`src/rtl/timer_pkg.sv`:
```
// Package: shared register addresses and control bit positions for the
// reloadable down-counting timer. Assumes a 3-bit register address.
package timer_pkg;
    localparam int ADDR_W = 3;

    typedef enum logic [ADDR_W-1:0] {
        REG_RLD_LO = 3'd0,
        REG_RLD_HI = 3'd1,
        REG_CNT_LO = 3'd2,
        REG_CNT_HI = 3'd3,
        REG_CTRL   = 3'd4,
        REG_STAT   = 3'd5
    } reg_sel_e;

    localparam int CTRL_RUN_BIT    = 0;
    localparam int CTRL_PRESET_BIT = 1;
    localparam int CTRL_EVENT_BIT  = 2;
    localparam int STAT_IRQ_BIT    = 0;
    localparam int STAT_PULSE_BIT  = 1;
endpackage

```
`src/rtl/timer_regs.sv`:
```
// Module: register file for the timer. It holds the reload value, the run and
// event-mode bits, and the high-nibble read hold register. It also produces
// one-cycle preset and interrupt-clear strobes.
// Assumes: DATA_W >= 3, and the counter is exactly two nibbles wide.
module timer_regs
    import timer_pkg::*;
#(
    parameter int DATA_W = 4,
    localparam int CNT_W = 2 * DATA_W
) (
    input  logic                clk,
    input  logic                rst_n,
    input  logic                wr_en,
    input  logic                rd_en,
    input  logic [ADDR_W-1:0]   addr,
    input  logic [DATA_W-1:0]   wdata,
    input  logic [CNT_W-1:0]    cnt_q,
    input  logic                irq_q,
    input  logic                pulse_q,
    output logic [DATA_W-1:0]   rdata,
    output logic [CNT_W-1:0]    reload_q,
    output logic                run_q,
    output logic                event_q,
    output logic                preset,
    output logic                irq_clr
);
    logic [DATA_W-1:0] hold_hi_q;
    logic              wr_ctrl;
    logic              wr_stat;

    assign wr_ctrl = wr_en && (addr == REG_CTRL);
    assign wr_stat = wr_en && (addr == REG_STAT);
    assign preset  = wr_ctrl && wdata[CTRL_PRESET_BIT];
    assign irq_clr = wr_stat && wdata[STAT_IRQ_BIT];

    // Reload nibbles and control bits, written through the narrow port.
    always_ff @(posedge clk) begin
        if (!rst_n) begin
            reload_q <= '0;
            run_q    <= 1'b0;
            event_q  <= 1'b0;
        end else if (wr_en) begin
            case (addr)
                REG_RLD_LO: reload_q[DATA_W-1:0]     <= wdata;
                REG_RLD_HI: reload_q[CNT_W-1:DATA_W] <= wdata;
                REG_CTRL: begin
                    run_q   <= wdata[CTRL_RUN_BIT];
                    event_q <= wdata[CTRL_EVENT_BIT];
                end
                default: ;
            endcase
        end
    end

    // Capture the high nibble when the low nibble is read.
    always_ff @(posedge clk) begin
        if (!rst_n)
            hold_hi_q <= '0;
        else if (rd_en && (addr == REG_CNT_LO))
            hold_hi_q <= cnt_q[CNT_W-1:DATA_W];
    end

    // Read multiplexer; unmapped addresses return zero.
    always_comb begin
        rdata = '0;
        case (addr)
            REG_RLD_LO: rdata = reload_q[DATA_W-1:0];
            REG_RLD_HI: rdata = reload_q[CNT_W-1:DATA_W];
            REG_CNT_LO: rdata = cnt_q[DATA_W-1:0];
            REG_CNT_HI: rdata = hold_hi_q;
            REG_CTRL: begin
                rdata[CTRL_RUN_BIT]   = run_q;
                rdata[CTRL_EVENT_BIT] = event_q;
            end
            REG_STAT: begin
                rdata[STAT_IRQ_BIT]   = irq_q;
                rdata[STAT_PULSE_BIT] = pulse_q;
            end
            default: rdata = '0;
        endcase
    end

    // a low-nibble read leaves the live high nibble in the hold register.
    p_hold_capture_r8: assert property (@(posedge clk) disable iff (!rst_n)
        (rd_en && addr == REG_CNT_LO) |=> hold_hi_q == $past(cnt_q[CNT_W-1:DATA_W]));
endmodule

```
`src/rtl/timer_clksel.sv`:
```
// Module: count-enable selection. In event mode the external pin passes
// through a synchroniser chain and a falling-edge detector. Otherwise the
// internal prescaler tick is used. The run bit gates both sources.
// Assumes: evt_in is asynchronous, and each of its levels lasts at least two
// clock cycles.
module timer_clksel #(
    parameter int SYNC_STAGES = 2
) (
    input  logic clk,
    input  logic rst_n,
    input  logic run,
    input  logic event_mode,
    input  logic tick_in,
    input  logic evt_in,
    output logic cnt_en
);
    logic [SYNC_STAGES-1:0] sync_q;
    logic                   evt_prev_q;
    logic                   evt_fall;

    // Synchroniser chain: one flop per stage.
    genvar i;
    generate
        for (i = 0; i < SYNC_STAGES; i++) begin : g_sync
            if (i == 0) begin : g_first
                // First stage samples the asynchronous pin.
                always_ff @(posedge clk) begin
                    if (!rst_n) sync_q[0] <= 1'b0;
                    else        sync_q[0] <= evt_in;
                end
            end else begin : g_next
                // Later stages resolve metastability.
                always_ff @(posedge clk) begin
                    if (!rst_n) sync_q[i] <= 1'b0;
                    else        sync_q[i] <= sync_q[i-1];
                end
            end
        end
    endgenerate

    // Previous synchronised level, used for edge detection.
    always_ff @(posedge clk) begin
        if (!rst_n) evt_prev_q <= 1'b0;
        else        evt_prev_q <= sync_q[SYNC_STAGES-1];
    end

    assign evt_fall = evt_prev_q && !sync_q[SYNC_STAGES-1];
    assign cnt_en   = run && (event_mode ? evt_fall : tick_in);

    // each detected edge is a single-cycle enable.
    p_single_edge_r9: assert property (@(posedge clk) disable iff (!rst_n)
        evt_fall |=> !evt_fall);
    // no count while stopped.
    p_gate_stop_r3: assert property (@(posedge clk) disable iff (!rst_n)
        !run |-> !cnt_en);
endmodule

```
`src/rtl/timer_core.sv`:
```
// Module: the down counter with reload on underflow, the sticky interrupt
// flag and the toggling pulse output. A preset takes priority over a count.
// Assumes: cnt_en, preset and irq_clr are single-cycle synchronous strobes.
module timer_core #(
    parameter int CNT_W = 8
) (
    input  logic             clk,
    input  logic             rst_n,
    input  logic             cnt_en,
    input  logic             preset,
    input  logic             irq_clr,
    input  logic [CNT_W-1:0] reload_q,
    output logic [CNT_W-1:0] cnt_q,
    output logic             irq_q,
    output logic             pulse_q
);
    logic underflow;

    assign underflow = cnt_en && !preset && (cnt_q == '0);

    // Counter: preset, then reload on underflow, then decrement.
    always_ff @(posedge clk) begin
        if (!rst_n)
            cnt_q <= '0;
        else if (preset)
            cnt_q <= reload_q;
        else if (cnt_en)
            cnt_q <= (cnt_q == '0) ? reload_q : cnt_q - 1'b1;
    end

    // Interrupt flag: an underflow sets it with priority over the clear.
    always_ff @(posedge clk) begin
        if (!rst_n)         irq_q <= 1'b0;
        else if (underflow) irq_q <= 1'b1;
        else if (irq_clr)   irq_q <= 1'b0;
    end

    // Pulse output: toggles once per underflow.
    always_ff @(posedge clk) begin
        if (!rst_n)         pulse_q <= 1'b0;
        else if (underflow) pulse_q <= !pulse_q;
    end

    p_hold_r3: assert property (@(posedge clk) disable iff (!rst_n)
        (!cnt_en && !preset) |=> $stable(cnt_q));
    p_preset_r2: assert property (@(posedge clk) disable iff (!rst_n)
        preset |=> cnt_q == $past(reload_q));
    p_step_r4: assert property (@(posedge clk) disable iff (!rst_n)
        (cnt_en && !preset && cnt_q != '0) |=> cnt_q == $past(cnt_q) - 1'b1);
    p_reload_r5: assert property (@(posedge clk) disable iff (!rst_n)
        (cnt_en && !preset && cnt_q == '0) |=> cnt_q == $past(reload_q));
    p_irq_set_r6: assert property (@(posedge clk) disable iff (!rst_n)
        (cnt_en && !preset && cnt_q == '0) |=> irq_q);
    p_irq_clr_r6: assert property (@(posedge clk) disable iff (!rst_n)
        (irq_clr && !(cnt_en && !preset && cnt_q == '0)) |=> !irq_q);
    p_toggle_r7: assert property (@(posedge clk) disable iff (!rst_n)
        (cnt_en && !preset && cnt_q == '0) |=> pulse_q != $past(pulse_q));
endmodule

```
`src/rtl/reload_timer.sv`:
```
// Module: top of the reloadable 8-bit down-counting timer. It connects the
// register file, the count-source selector and the counter core.
// Assumes: the prescaler that produces tick_in lives outside the block.
module reload_timer
    import timer_pkg::*;
#(
    parameter int DATA_W      = 4,
    parameter int SYNC_STAGES = 2,
    localparam int CNT_W      = 2 * DATA_W
) (
    input  logic              clk,
    input  logic              rst_n,
    input  logic              tick_in,
    input  logic              evt_in,
    input  logic              wr_en,
    input  logic              rd_en,
    input  logic [ADDR_W-1:0] addr,
    input  logic [DATA_W-1:0] wdata,
    output logic [DATA_W-1:0] rdata,
    output logic              irq,
    output logic              pulse_out
);
    logic [CNT_W-1:0] cnt_q;
    logic [CNT_W-1:0] reload_q;
    logic             run_q;
    logic             event_q;
    logic             preset;
    logic             irq_clr;
    logic             cnt_en;
    logic             irq_q;
    logic             pulse_q;

    timer_regs #(.DATA_W(DATA_W)) u_regs (
        .clk(clk), .rst_n(rst_n), .wr_en(wr_en), .rd_en(rd_en),
        .addr(addr), .wdata(wdata), .cnt_q(cnt_q), .irq_q(irq_q),
        .pulse_q(pulse_q), .rdata(rdata), .reload_q(reload_q),
        .run_q(run_q), .event_q(event_q), .preset(preset), .irq_clr(irq_clr)
    );

    timer_clksel #(.SYNC_STAGES(SYNC_STAGES)) u_clksel (
        .clk(clk), .rst_n(rst_n), .run(run_q), .event_mode(event_q),
        .tick_in(tick_in), .evt_in(evt_in), .cnt_en(cnt_en)
    );

    timer_core #(.CNT_W(CNT_W)) u_core (
        .clk(clk), .rst_n(rst_n), .cnt_en(cnt_en), .preset(preset),
        .irq_clr(irq_clr), .reload_q(reload_q), .cnt_q(cnt_q),
        .irq_q(irq_q), .pulse_q(pulse_q)
    );

    assign irq       = irq_q;
    assign pulse_out = pulse_q;
endmodule

```
`config.mk`:
```
export PLATFORM = sky130hd
export DESIGN_NAME = reload_timer
export DESIGN_NICKNAME = d
export VERILOG_FILES = /design/src/rtl/timer_pkg.sv /design/src/rtl/timer_regs.sv /design/src/rtl/timer_clksel.sv /design/src/rtl/timer_core.sv /design/src/rtl/reload_timer.sv
export SDC_FILE = /design/constraint.sdc
export NUM_CORES = 1
export LEC_CHECK = 0
export ABC_AREA = 1
export ABC_CLOCK_PERIOD_IN_PS = 4700
export BUFFER_PORTS_ARGS = -buffer_cell sky130_fd_sc_hd__buf_2
export CORE_MARGIN = 1.5
export CORE_UTILIZATION = 50
export CTS_BUF_LIST = sky130_fd_sc_hd__clkbuf_16
export DETAILED_ROUTE_END_ITERATION = 16
export GPL_TIMING_DRIVEN = 0
export PLACE_DENSITY = 0.82
export SLEW_MARGIN = 20
export SYNTH_ARGS = -nofsm -noshare
export SYNTH_HDL_FRONTEND = slang
export SYNTH_HIERARCHICAL = 1
export SYNTH_SLANG_ARGS = --single-unit
```
`constraint.sdc`:
```
create_clock -name clk -period 4.7 [get_ports clk]
set_input_delay 1.175 -clock clk [delete_from_list [all_inputs] [get_ports clk]]
set_output_delay 1.175 -clock clk [all_outputs]
set_load 0.02 [all_outputs]
```
======== Yosys cells after proc, flatten, opt, wreduce, memory -nomap -nowiden ========
Cells that the tools add are included.
word-level totals
  flip-flop bits (word level) ............. 27
  logic and storage cells ................. 46
  input port bits ......................... 13
  output and inout port bits .............. 6
  memories kept ........................... 0
  bits in writable memories ............... 0
  bits in latches ......................... 0
  ROM bits ................................ 0
cells by class
  mux-type cells .......................... 10
  reductions and logical operators ........ 19
  add/subtract/negate cells ............... 1
  order comparisons ....................... 0
  $mul .................................... 0
  div/mod/pow operators ................... 0
  shifts and indexed selects .............. 0
  bitwise operators ....................... 0
  equality and inequality tests ........... 5
operators with widths
  kind                 number
  $mux 8               3
  $pmux 1 s5           2
  $logic_and 1x1->1    9
  $logic_not 8->1      1
  $sub 8x1->8 const B  1
  $eq 3x2->1 const B   2
  $eq 3x3->1 const B   2
  $pmux 1 s6           1
  $reduce_and 2->1     3
  $pmux 1 s4           1
  $reduce_bool 2->1    2
  $eq 3x1->1 const B   1
  $logic_not 1->1      3
  $logic_not 3->1      1
  $mux 1               3

======== Logic depth before layout (Yosys ltp) ========
  depth in word-level cells ............... 7
  depth in mapped cells ................... 10
  mapped depth without buffers ............ 9

======== Cells and area by module ========
Netlist, hierarchy kept.
by module, submodules not included
  module        sequential area each (µm²)  cells an instance  area each (µm²)  instances
  timer_regs    280.3                       137                867.1            1
  timer_core    200.2                       97                 646.9            1
  timer_clksel  60.1                        14                 107.6            1

======== Worst setup path after synthesis ========
No wires, ideal clock.
  path kind ............................... input to output
  start point ............................. in addr[0]
  end point ............................... out rdata[2]
  arrival ................................. 1874 ps
  data required time ...................... 3525 ps
  setup slack ............................. 1651 ps
  stages .................................. 7
  buffers on the path ..................... 1
  path through ............................ buf_4 inv_4 nor2_2 nand3_1 nand2_1 inv_1 nand2_1
on the way
  word-level cells in the longest chain between the ends .. 2
  elaborated cells between the ends (all ways) .. 6
  those cells by class .................... 4 x eq/ne; 1 x mux; 1 x reduce/logical
RTL lines
  what                                      RTL line            RTL
  from (decl)                               reload_timer.sv:17  input logic [ADDR_W-1:0] addr,
  $eq 3x3->1, or another cell as far along  timer_regs.sv:66    case (addr)
  $pmux 1 s5 *                              timer_regs.sv:66
  to (decl)                                 reload_timer.sv:19  output logic [DATA_W-1:0] rdata,
Mark *: on every way between the ends. The rest lies on a longest branch, timed or not.

======== Worst setup path after layout ========
  start point ............................. in addr[1]
  end point ............................... out rdata[1]
Same word-level chain as after synthesis.

==> run summary <==
Maximum net fanout on the critical path: 10
Top-level I/O count: 19
Static power due to leakage: 0.8402 nW
Area growth syn-to-layout: 13.73%
Cell taking the most area after synthesis: dfxtp_1
Final antenna-violating net count: 0
Clock-pin slew reported for the worst setup and hold paths after clock tree synthesis: 0.07 ns
Share of the synthesized area in the top cell type: 33.33%
All-layer global routing usage: 25.16%
CTS max path bufs: 2
Total number of vias: 1,667
Arrival time worst endpoint: 2.21 ns
Initial cell density of the core: 52.68%
CTS Root Buffer Type: clkbuf_16
Final hold violations: 0
Power consumption: 528.9 uW
Number of storage elements in the synthesis netlist: 27
Most used cells in the layout excluding fill and tap cells: 45 x nand2_1, 38 x inv_1, 32 x nor2_1
Startpoint-to-endpoint class of the critical path: primary input to primary output
Setup repair after global routing missed its margin: no
Initial DRT Pass Iterations: 4
TritonCTS clock tree: yes
Kind of start point of the critical path: primary input
Post-CTS repair timing setup buffer count: 0
Port bufs: 17
Vias in the first global route: 1,595
Total half-perimeter wirelength after legalization and detailed placement: 3.036 mm
Max Cap Viol: 0
Total nets after synthesis: 263
Number of hold-repair buffers added at the cts stage: 0
Area of the die: 3594 sq um
Total length of routed wires: 4.034 mm
Total negative slack for setup checks: 0 ns
Fraction of the yosys area taken by sequential cells: 33.33%
Height of the die: 59.95 um
Worst EP required: 3.52 ns
Worst Hold Path EP: u_clksel/sync_q[1]
Startpoint of the worst-slack reg-to-reg timing path: u_core/cnt_q[1]
Synth Area per Inst: 6.539 sq um
Grt total ovfl: 0
Total of endpoints with negative setup slack in the final report: 0
Worst hold path class: flip-flop to flip-flop
DR iter-0 viols: 116
Cells taking the most area after synthesis: dfxtp_1 33%, nand2_1 10%, nand4_1 8.9%
Kind of end point of the critical path: primary output
Cell Pwr Density: 286.8 nW/um^2
Number of library cell types mapped by synthesis: 24
Wire length of the first global-routing pass: 6.831 mm
# diodes: 0
Placeable Area: 3078 sq um
Die width: 59.95 um
Max IR drop VDD: 0.1605 mV
Clock tree sinks: 27
Most frequent standard cell in the layout excluding fill and tap cells: nand2_1
Hold path start: u_clksel/sync_q[0]
Worst reg2reg path endpoint: u_core/cnt_q[5]
Number of remaining DRC errors: 0
Final estimated routing congestion in global placement: 0.8985
Maximum number of pins on one net before global-route repair: 17
Post-route insts no fill: 313
Critical path startpoint: addr[1]
Final critical-path share of the clock period: 71.92%
Final min period: 3.380 ns
Post-layout nets: 285
Number of gates given a new drive strength after cts: 0
Site Rows: 20
Fmax: 295.8 MHz
Average wire per cell in the routed design: 12.89 um
Cells on worst reg2reg path: 8
Slew headroom: 68.79%
Hold path cells: 2
Number of max-slew violations in the final report: 0
Fraction of layout instances using a drive strength above 1: 16.73%
Level count of the clock H-tree: 1
Drt via density: 5.326
Measured slew at the worst slew-check pin: 0.4682 ns
Clock Latency Late Sink: 0.26 ns
Gate count after technology mapping: 248
Number of placed instances, taps included: 309
Cell area after synthesis: 1622 sq um
Outcome: complete, no violations
Register-to-Register Setup Slack: 3.18 ns
Number of synthesis warnings: 6
Setup Skew: 0.001925 ns
Antenna violations before repair: 0
CTS buffer count: 3
## state kept, by name, indices dropped and copies added, names as in the netlist
name	flops
u_regs/hold_hi_q	4
u_core/cnt_q	8
u_regs/run_q	1
u_clksel/evt_prev_q	1
u_core/irq_q	1
u_regs/reload_q	8
u_core/pulse_q	1
u_clksel/sync_q	2
u_regs/event_q	1
## per-layer routing
layer	part of all wire, %	wire (um)	GRT usage (%)
met3	4.8	194	2.814
met2	49	1974	43.48
met5	0	0	0
met1	45	1826	32.23
met4	0.94	38	8.571
## area by class of cell
class / count / area (sq um)
buffer: 8 / 61.31
clock buffer: 3 / 75.07
clock inverter: 1 / 7.507
fill: 316 / 1234
inverter: 42 / 160.2
multi-input combinational: 171 / 859.6
sequential: 27 / 540.5
tap: 44 / 55.05
timing repair buffer: 17 / 85.08
## worst max path at each step
stage                           to  slack [ns]  depth (start not counted)
final                     rdata[1]        1.32                          8
after global routing      rdata[2]        1.23                          9
after CTS                 rdata[1]        1.33                          8
after detailed placement  rdata[1]        1.33                          8
after global placement    rdata[2]        1.35                          9
after floorplan           rdata[2]        1.65                          7
## critical path: stages
cell and delay (ns):
buf_2 0.14, nor2_2 0.24, buf_4 0.21, nand3_1 0.10
nand2_1 0.08, inv_1 0.04, nand2_1 0.06, buf_2 0.15
## through the flow
step	util [%]	cell area (sq um)	hold WS, ns	setup WS, ns
floorplan	-	1622	0.3900	1.651
global placement	57.24	1762	0.4065	1.354
detailed placement	57.24	1762	0.4104	1.331
CTS	59.92	1844	0.4275	1.330
global route	59.92	1844	0.4546	1.225
finish	59.92	1844	0.4250	1.320
## report_power, final
group / internal [mW] / switching [mW] / leakage [nW]
logic: 0.0312 / 0.0572 / 0.584
registers: 0.235 / 0.00640 / 0.219
clock network: 0.116 / 0.0830 / 0.0371
## cell usage after synthesis (all sizes together)
master,number
a21oi,19
buf,7
clkbuf,1
dfxtp,27
ha,2
inv,42
nand2,46
nand3,25
nand4,23
nor2,40
o21ai,13
xnor2,1
xor2,2
## kinds of logic after synthesis
| group | after synthesis | share of synthesized area [%] |
|---|---|---|
| buffers and inverters | 50 | 13.66 |
| adders and majority gates | 2 | 1.543 |
| and+or+nand+nor | 134 | 38.81 |
| DFF | 27 | 33.33 |
| AOI/OAI and AO/OA | 32 | 11.03 |
| xor gates and xnor gates | 3 | 1.621 |
(Power assumes the default switching activity.)
